--- config.mk ---
export PLATFORM = sky130hd
export DESIGN_NAME = prf_regfile
export DESIGN_NICKNAME = d
export VERILOG_FILES = /design/src/rtl/prf_pkg.sv /design/src/rtl/prf_wr_merge.sv /design/src/rtl/prf_rd_extract.sv /design/src/rtl/prf_storage.sv /design/src/rtl/prf_regfile.sv
export SDC_FILE = /design/constraint.sdc
export NUM_CORES = 1
export LEC_CHECK = 0
export BUFFER_PORTS_ARGS = -buffer_cell sky130_fd_sc_hd__buf_2
export CAP_MARGIN = 15
export CORE_ASPECT_RATIO = 1.2
export CORE_MARGIN = 5
export CORE_UTILIZATION = 25
export CTS_BUF_LIST = sky130_fd_sc_hd__clkbuf_2 sky130_fd_sc_hd__clkbuf_4 sky130_fd_sc_hd__clkbuf_8
export DETAILED_ROUTE_END_ITERATION = 16
export SLEW_MARGIN = 20
export SYNTH_ARGS = -nofsm -noshare
export SYNTH_HDL_FRONTEND = slang
export SYNTH_SLANG_ARGS = --single-unit
--- constraint.sdc ---
create_clock -name clk -period 2.05 [get_ports clk]
set_input_delay 0.205 -clock clk [delete_from_list [all_inputs] [get_ports clk]]
set_output_delay 0.205 -clock clk [all_outputs]
set_load 0.02 [all_outputs]
--- src/rtl/prf_pkg.sv ---
package prf_pkg;
  typedef enum logic [1:0] {
    ACC_WORD = 2'b00,
    ACC_HALF = 2'b01,
    ACC_LOB  = 2'b10,
    ACC_HIB  = 2'b11
  } acc_e;

  function automatic logic acc_is_byte(acc_e a);
    return (a == ACC_LOB) || (a == ACC_HIB);
  endfunction
endpackage

--- src/rtl/prf_wr_merge.sv ---
module prf_wr_merge #(
  parameter int DATA_W   = 32,
  parameter int IDX_W    = 3,
  parameter int NUM_DATA = 4
) (
  input  logic              wr_en,
  input  logic [IDX_W-1:0]  idx,
  input  logic [1:0]        sel,
  input  logic [DATA_W-1:0] data,
  output logic              commit,
  output logic              bad,
  output logic [DATA_W-1:0] mask,
  output logic [DATA_W-1:0] word
);
  import prf_pkg::*;
  localparam int HALF_W = DATA_W / 2;
  localparam int BYTE_W = DATA_W / 4;

  acc_e kind;
  assign kind = acc_e'(sel);

  always_comb begin
    mask = '0;
    word = '0;
    unique case (kind)
      ACC_WORD: begin
        mask = '1;
        word = data;
      end
      ACC_HALF: begin
        mask[HALF_W-1:0] = '1;
        word[HALF_W-1:0] = data[HALF_W-1:0];
      end
      ACC_LOB: begin
        mask[BYTE_W-1:0] = '1;
        word[BYTE_W-1:0] = data[BYTE_W-1:0];
      end
      default: begin
        mask[2*BYTE_W-1:BYTE_W] = '1;
        word[2*BYTE_W-1:BYTE_W] = data[BYTE_W-1:0];
      end
    endcase
  end

  assign bad    = acc_is_byte(kind) && ({1'b0, idx} >= (IDX_W+1)'(NUM_DATA));
  assign commit = wr_en && !bad;
endmodule

--- src/rtl/prf_rd_extract.sv ---
module prf_rd_extract #(
  parameter int DATA_W   = 32,
  parameter int IDX_W    = 3,
  parameter int NUM_DATA = 4
) (
  input  logic              clk,
  input  logic              rst,
  input  logic [IDX_W-1:0]  idx,
  input  logic [1:0]        sel,
  input  logic [DATA_W-1:0] word,
  output logic [DATA_W-1:0] data,
  output logic              bad
);
  import prf_pkg::*;
  localparam int HALF_W = DATA_W / 2;
  localparam int BYTE_W = DATA_W / 4;

  acc_e kind;
  assign kind = acc_e'(sel);
  assign bad  = acc_is_byte(kind) && ({1'b0, idx} >= (IDX_W+1)'(NUM_DATA));

  always_comb begin
    data = '0;
    if (!bad) begin
      unique case (kind)
        ACC_WORD: data = word;
        ACC_HALF: data[HALF_W-1:0] = word[HALF_W-1:0];
        ACC_LOB:  data[BYTE_W-1:0] = word[BYTE_W-1:0];
        default:  data[BYTE_W-1:0] = word[2*BYTE_W-1:BYTE_W];
      endcase
    end
  end

  AST_RD_ZERO_EXT: assert property (@(posedge clk) disable iff (rst)
    (sel != 2'b00) |-> (data[DATA_W-1:HALF_W] == '0));
  AST_BAD_RD_ZERO: assert property (@(posedge clk) disable iff (rst)
    bad |-> (data == '0));
endmodule

--- src/rtl/prf_storage.sv ---
module prf_storage #(
  parameter int DATA_W   = 32,
  parameter int NUM_REGS = 8,
  parameter int IDX_W    = 3,
  parameter int N_RD     = 2
) (
  input  logic                         clk,
  input  logic                         rst,
  input  logic                         we,
  input  logic [IDX_W-1:0]             widx,
  input  logic [DATA_W-1:0]            wmask,
  input  logic [DATA_W-1:0]            wword,
  input  logic [N_RD-1:0][IDX_W-1:0]   rd_idx,
  output logic [N_RD-1:0][DATA_W-1:0]  rd_word
);
  logic [DATA_W-1:0] mem [NUM_REGS];

  always_ff @(posedge clk) begin
    if (rst) begin
      for (int i = 0; i < NUM_REGS; i++) mem[i] <= '0;
    end else if (we) begin
      mem[widx] <= (mem[widx] & ~wmask) | (wword & wmask);
    end
  end

  for (genvar p = 0; p < N_RD; p++) begin : g_rd
    assign rd_word[p] = mem[rd_idx[p]];
  end

  AST_KEEP_UNSELECTED: assert property (@(posedge clk) disable iff (rst)
    we |=> ((mem[$past(widx)] & ~$past(wmask)) == ($past(mem[widx]) & ~$past(wmask))));
  AST_WRITE_LANDS: assert property (@(posedge clk) disable iff (rst)
    we |=> ((mem[$past(widx)] & $past(wmask)) == ($past(wword) & $past(wmask))));
endmodule

--- src/rtl/prf_regfile.sv ---
module prf_regfile #(
  parameter int DATA_W   = 32,
  parameter int NUM_REGS = 8,
  parameter int NUM_DATA = 4,
  localparam int IDX_W   = $clog2(NUM_REGS)
) (
  input  logic              clk,
  input  logic              rst,
  input  logic              wr_en,
  input  logic [IDX_W-1:0]  wr_idx,
  input  logic [1:0]        wr_sel,
  input  logic [DATA_W-1:0] wr_data,
  input  logic [IDX_W-1:0]  rd0_idx,
  input  logic [1:0]        rd0_sel,
  output logic [DATA_W-1:0] rd0_data,
  input  logic [IDX_W-1:0]  rd1_idx,
  input  logic [1:0]        rd1_sel,
  output logic [DATA_W-1:0] rd1_data,
  output logic              acc_err
);
  localparam int N_RD = 2;

  logic              w_commit, w_bad;
  logic [DATA_W-1:0] w_mask, w_word;
  logic [N_RD-1:0][IDX_W-1:0]  r_idx;
  logic [N_RD-1:0][1:0]        r_sel;
  logic [N_RD-1:0][DATA_W-1:0] r_word, r_data;
  logic [N_RD-1:0]             r_bad;
  logic                        any_bad;
  logic                        err_q;

  assign r_idx[0] = rd0_idx;
  assign r_idx[1] = rd1_idx;
  assign r_sel[0] = rd0_sel;
  assign r_sel[1] = rd1_sel;

  prf_wr_merge #(.DATA_W(DATA_W), .IDX_W(IDX_W), .NUM_DATA(NUM_DATA)) u_merge (
    .wr_en(wr_en), .idx(wr_idx), .sel(wr_sel), .data(wr_data),
    .commit(w_commit), .bad(w_bad), .mask(w_mask), .word(w_word)
  );

  prf_storage #(.DATA_W(DATA_W), .NUM_REGS(NUM_REGS), .IDX_W(IDX_W), .N_RD(N_RD)) u_store (
    .clk(clk), .rst(rst), .we(w_commit), .widx(wr_idx), .wmask(w_mask), .wword(w_word),
    .rd_idx(r_idx), .rd_word(r_word)
  );

  for (genvar p = 0; p < N_RD; p++) begin : g_port
    prf_rd_extract #(.DATA_W(DATA_W), .IDX_W(IDX_W), .NUM_DATA(NUM_DATA)) u_ext (
      .clk(clk), .rst(rst), .idx(r_idx[p]), .sel(r_sel[p]), .word(r_word[p]),
      .data(r_data[p]), .bad(r_bad[p])
    );
  end

  assign rd0_data = r_data[0];
  assign rd1_data = r_data[1];
  assign any_bad  = (wr_en && w_bad) || (|r_bad);

  always_ff @(posedge clk) begin
    if (rst) err_q <= 1'b0;
    else     err_q <= any_bad;
  end
  assign acc_err = err_q;

  AST_ERR_FOLLOWS_BAD: assert property (@(posedge clk) disable iff (rst)
    any_bad |=> acc_err);
  AST_ERR_HAS_CAUSE: assert property (@(posedge clk) disable iff (rst)
    acc_err |-> $past(any_bad));
  AST_BAD_WRITE_HOLDS: assert property (@(posedge clk) disable iff (rst)
    (wr_en && w_bad && rd0_idx == wr_idx && rd0_sel == 2'b00)
    |=> ((rd0_data == $past(rd0_data)) || (rd0_idx != $past(rd0_idx)) || (rd0_sel != $past(rd0_sel))));
endmodule

# Word-level counts from Yosys, hierarchy flattened
# Memory sizes are Yosys's and may differ from the RTL's.
# Cells that the tools add are included.
[totals]
reg_bits = 1
word_cells = 61
ram_bits = 256
mem_count = 1
output_inout_bits = 65
inputBits = 50
[memory_table]
columns = ["name", "depth", "width", "rd", "rd_clocked_by_memory_dff", "wr", "line", "rtl"]
rows = [
  ["u_store.mem", 8, 32, 3, 0, 8, "prf_storage.sv:16", "logic [DATA_W-1:0] mem [NUM_REGS];"],
]
[op_classes]
order_cmp = 3
n_eq_ne = 9
n_reduce_logical = 21
n_mux = 22
bitwise_logic = 4
[ops]
columns = ["op", "n"]
rows = [
  ["2-to-1 mux 32 bit", 3],
  ["AND 32 bit", 2],
  ["2-to-1 mux 16 bit", 4],
  ["2-to-1 mux 8 bit", 7],
  ["NOT 32 bit", 1],
  ["OR 32 bit", 1],
  ["OR reduction 32 bit", 1],
  ["one-hot mux 8 bit (2 select lines)", 1],
  ["equality test 2 bit, second input constant", 6],
  ["greater-or-equal comparator 3 bit, second input constant", 3],
  ["OR reduction 3 bit", 3],
  ["OR reduction 2 bit", 4],
  ["equality test 2 x 1 -> 1 bit, second input constant", 3],
  ["zero test 2 bit", 3],
  ["2-to-1 mux 1 bit", 6],
  ["logical AND 1 bit", 5],
  ["logical OR 1 bit", 4],
  ["2-to-1 mux 3 bit", 1],
  ["zero test 1 bit", 1],
]

# Depth between registers and ports, before layout
[logic_depth]
word_depth = 10
ltp_mapped = 8
ltp_nobuf = 4

# Hierarchy
# Synthesis repeated with hierarchy kept, for this count alone.
[unflattened]
hier_cells = 1559
area_unflattened_um2 = 18311.3
[modules_own_cells]
columns = ["mod", "n_inst", "seq_area_each_um2", "cells_each", "area_each_um2"]
rows = [
  ["prf_storage", 1, 7687.4, 1356, 16843.7],
  ["prf_rd_extract", 2, 0.0, 65, 457.9],
  ["prf_wr_merge", 1, 0.0, 70, 520.5],
  ["prf_regfile", 1, 20.0, 3, 31.3],
]

# Worst setup path before layout
# No wires, ideal clock.
[synth_timing]
kind = "input port to flip-flop"
startpoint = "input wr_idx[1]"
endpoint = "memory u_store.mem[1][0], enable pin"
required_ps = 1656
n_path_buf = 1
path_slack_ps = -147
setup_ps = 394
t_arrival_ps = 1803
stages = 4
cell_sequence = "or3b_1 -> or3_1 -> buf_2 -> nand2b_1"
[synth_rtl]
columns = ["item", "line", "rtl"]
rows = [
  ["start, declared", "prf_regfile.sv:10", "input logic [IDX_W-1:0] wr_idx,"],
  ["end, declared", "prf_storage.sv:16", ""],
]

==> results.txt <==
----------------------------------------------------
[Run status]
  Outcome ... finished, violations left
  Violations in the final reports ... negative setup slack

[STA]
  Skew final ... 0.0450 ns
  Post-route worst setup slack ... -0.385 ns
  Unrepaired setup endpoints after global routing ... yes
  Hold Violations, Final ... 0
  Peak clock frequency supported by timing ... 0.411 GHz
  Part of the cycle the worst path needs ... 119%
  Worst slew margin ... 35.3%
  Fin. max-slew vios ... 0
  Slew of the pin with the lowest slew margin ... 0.971 ns
  Min Hold Slack ... ~0.059 ns
  Setup violators final ... between 50 and 60
  Final critical path time including I/O delays and setup ... 2.43 ns

[Die]
  Starting utilization of the core area ... 25.2%
  Core Footprint ... 63300 um2
  Die area ... 69100 um2
  Count of boundary I/O pins ... 115
  Chip Width ... roughly 240 um
  Std cell rows ... 101
  Die height ... 287 um

[Global route]
  Total overflow reported by the global router ... 0
  Number of antenna violations at the first check in global routing ... 2
  Total global routing track utilization ... between 10% and 20%
  Number of global-route vias before repair ... 13.5k
  Wire length of the first global-routing pass ... about 90000 um
  Maximum number of pins on one net before global-route repair ... 39

[Critical path]
  Critical Path, Cell by Cell ... mux4_2 -> mux2_4 -> o21ai_2 -> a21oi_2 -> buf_6
  Reg-to-reg critical path endpoint ... u_store.mem[1][20]$_SDFFCE_PN0P_
  Reg-to-reg setup timing slack ... about 0.25 ns
  Crit path arrival time ... 2.23 ns
  Largest stage delay, worst path ... 0.48 ns
  Element type at the critical path start ... flip-flop
  Count of cell instances traversed by the critical path ... 5
  Buffers and inverters on the worst path ... 1
  Slowest stage cell on the critical path ... sky130_fd_sc_hd__mux4_2
  Path type of the worst setup path ... flip-flop to primary output
  CP max FO ... 3
  Number of cells traversed by the worst register-to-register path ... 6
  Reg2reg start ... u_store.mem[7][20]$_SDFFCE_PN0P_
  Required time at the endpoint of the critical path ... 1.85 ns
  Top Family by Delay on Critical Path ... multiplexers
  Sort of element at the end of the critical path ... primary output

[Cells and area]
  Post-layout net count ... 1601
  Area of all sequential standard cells ... 7710 um2
  Count of filler cells inserted in the layout ... 6209
  Share of layout cells above drive strength 1 ... 42.3%
  Final design utilization ... 33.0%
  Post-route non-filler standard cell count ... 2409
  Area of the multi-input gates ... 8190 um2
  Area added between synthesis and finish ... 30.6%

[CTS]
  Count of H-tree levels built during CTS ... 2
  Clock tree from TritonCTS ... done
  Root buffer cell ... sky130_fd_sc_hd__clkbuf_8
  Worst skew pair latency ... 0.60 ns
  Bufs on Longest Clock Path ... 3
  Clock Sinks ... 257
  Post-CTS clock slew at the launch and capture registers of the worst setup and hold paths ... 0.07 ns
  CTS Buf Count ... 44

[Hold path]
  Worst Hold Endpoint ... u_store.mem[7][3]$_SDFFCE_PN0P_
  Worst hold-check path type ... input port to flip-flop
  Hold path start ... wr_data[3]
  Worst hold path depth ... 3

[Power and ir drop]
  Pwr/cell area ... 672 nW/um2
  Overall power of the completed layout ... around 14 mW
  Leakage Power ... 7.71 nW
  Highest ir drop seen on vdd ... 0.000482 V

[Yosys]
  Synth top area share ... between 40% and 50%
  Mapped Cells ... 1301
  Register bit count reported by yosys ... 257
  Cell variety after synth ... 44
  Most frequently used flop master after synthesis ... sky130_fd_sc_hd__edfxtp_1
  Proportion of synthesized flip-flops having asynchronous set or reset ... 0%
  Sequential fraction of the synthesis area ... between 40% and 50%
  Post-Syn Area ... 16000 um2
  Cell types with the largest area share after synthesis ... sky130_fd_sc_hd__edfxtp_1 (48%), sky130_fd_sc_hd__mux4_2 (16%), sky130_fd_sc_hd__mux2i_1 (9.3%), sky130_fd_sc_hd__nor2_1 (4.7%), sky130_fd_sc_hd__a21oi_1 (2.9%)
  Yosys warning count ... 0
  Synthesized netlist net count ... approximately 1.4k
  Synthesized area per cell ... 12.3 um2
  Post-synth top area cell ... sky130_fd_sc_hd__edfxtp_1
  EDFF count, synth ... 256

[Route]
  Final Routed Wirelength ... between 60000 and 70000 um
  DRC violation count after routing ... 0
  DR iter-0 viols ... 1723
  Detailed-route vias per instance ... 5.51
  Routed len/inst ... 25.6 um
  Via total after detailed routing ... around 13k
  First-pass iteration count of the detailed router ... 5
  Number of nets still failing antenna checks after routing ... 0

[Run]
  Number of max-cap violations ... 0

[Place]
  Port-buffer cells ... 114
  Routability congestion estimate ... 0.881
  Placed insts ... 2257
  Final HPWL from detailed placement ... 40100 um

----------------------------------------------------
-- worst min-delay path: cells and delay by family --
kind                   cells  cell delay, ns
and+or+nand+nor            2            0.19
buffers and inverters      1            0.15
-- synthesized netlist by cell type, types with 8 or more instances --
cell type,instances
sky130_fd_sc_hd__a21oi_1,93
sky130_fd_sc_hd__a221o_1,14
sky130_fd_sc_hd__a22oi_1,8
sky130_fd_sc_hd__buf_1,13
sky130_fd_sc_hd__buf_2,39
sky130_fd_sc_hd__buf_4,15
sky130_fd_sc_hd__buf_6,11
sky130_fd_sc_hd__clkbuf_1,44
sky130_fd_sc_hd__edfxtp_1,256
sky130_fd_sc_hd__mux2i_1,149
sky130_fd_sc_hd__mux4_2,115
sky130_fd_sc_hd__nand2_1,71
sky130_fd_sc_hd__nand2b_1,21
sky130_fd_sc_hd__nand3_1,18
sky130_fd_sc_hd__nor2_1,202
sky130_fd_sc_hd__nor2b_1,18
sky130_fd_sc_hd__nor3_1,56
sky130_fd_sc_hd__o21ai_1,15
sky130_fd_sc_hd__o221ai_1,9
sky130_fd_sc_hd__o22ai_1,40
sky130_fd_sc_hd__o31ai_2,9
sky130_fd_sc_hd__or3_1,13
-- flip-flops by register name, summed over array words and instances (netlist names) --
signal	flops
acc_err	1
u_store.mem	256
-- cells in the final DEF (no fill, tap or decap), types with 10 or more instances in the layout --
cell type,Yosys,final
sky130_fd_sc_hd__a21oi_1,93,64
sky130_fd_sc_hd__a21oi_2,7,22
sky130_fd_sc_hd__a21oi_4,0,14
sky130_fd_sc_hd__a221o_1,14,14
sky130_fd_sc_hd__buf_12,0,38
sky130_fd_sc_hd__buf_2,39,53
sky130_fd_sc_hd__buf_4,15,177
sky130_fd_sc_hd__buf_6,11,55
sky130_fd_sc_hd__clkbuf_4,0,11
sky130_fd_sc_hd__clkbuf_8,0,49
sky130_fd_sc_hd__clkinv_2,0,10
sky130_fd_sc_hd__edfxtp_1,256,256
sky130_fd_sc_hd__mux2i_1,149,144
sky130_fd_sc_hd__mux4_2,115,115
sky130_fd_sc_hd__nand2_1,71,35
sky130_fd_sc_hd__nand2_2,1,33
sky130_fd_sc_hd__nand2b_1,21,13
sky130_fd_sc_hd__nand3_1,18,18
sky130_fd_sc_hd__nor2_1,202,191
sky130_fd_sc_hd__nor2b_1,18,13
sky130_fd_sc_hd__nor3_1,56,56
sky130_fd_sc_hd__o22ai_1,40,39
sky130_fd_sc_hd__or3_1,13,13
-- cell families after synthesis --
kind of cell           after synthesis  synth area share [%]
AND/OR/NAND/NOR                    424                  11.9
buffers and inverters              126                  4.14
AO/OA/AOI/OAI                      223                  9.63
multiplexers                       271                  26.0
flip-flops                         257                  48.3
-- layout make-up --
| cell class | instances | share of cell area, % |
|---|---|---|
| well taps | 824 | 4.94 |
| inverters | 4 | 0.0720 |
| repair buffers | 326 | 14.4 |
| clock inverters | 19 | 0.750 |
| clock buffers | 60 | 3.63 |
| multi-input cells | 918 | 39.3 |
| flip-flops and latches | 257 | 36.9 |
| diodes | 1 | 0.0120 |
-- metal layers --
metal  share of wire (%)  track usage (%)  vias to the layer above
met3                  11             3.79                      174
met2                  47             27.7                      864
met5               0.032                0                        -
met1                  38             21.8                     6647
li1                    -                -                     5580
met4                 4.4             7.10                        2
-- where the power goes --
part           switching, mW  leakage [nW]  internal (mW)
Combinational           1.64          4.61           1.31
Sequential             0.183          2.62           6.03
Clock                   2.20         0.484           2.66
-- worst max-delay path by stage --
stage,from,endpoint
after CTS,u_store.mem[5][12]$_SDFFCE_PN0P_,rd1_data[4]
final,u_store.mem[0][11]$_SDFFCE_PN0P_,rd1_data[3]
after global placement,rd1_idx[1],rd1_data[7]
after global routing,u_store.mem[4][15]$_SDFFCE_PN0P_,rd1_data[7]
after detailed placement,rd1_idx[1],rd1_data[7]
after floorplan,wr_idx[1],u_store.mem[4][0]$_SDFFCE_PN0P_
-- through the flow --
stage                     setup TNS [ns]  cell area (um2)  setup WS [ns]
after global placement             -1.20            18500         -0.228
after global routing              -12.65            20900         -0.439
after CTS                          -9.90            20300         -0.418
after detailed placement           -1.24            18500         -0.172
final                              -8.92            20900         -0.385
after floorplan                        0            16000        0.00660
-- timing repair --
action                                  in CTS  in global routing
resized for setup                          184                 66
endpoints found under the setup margin      63                 64
pin swaps                                   35                 20
gates cloned                                 0                  0
buffers inserted                            33                 39
hold buffers                                 3                  0
hold endpoints to repair                     5                  0
No activity file was read; power rests on OpenSTA's default activity.
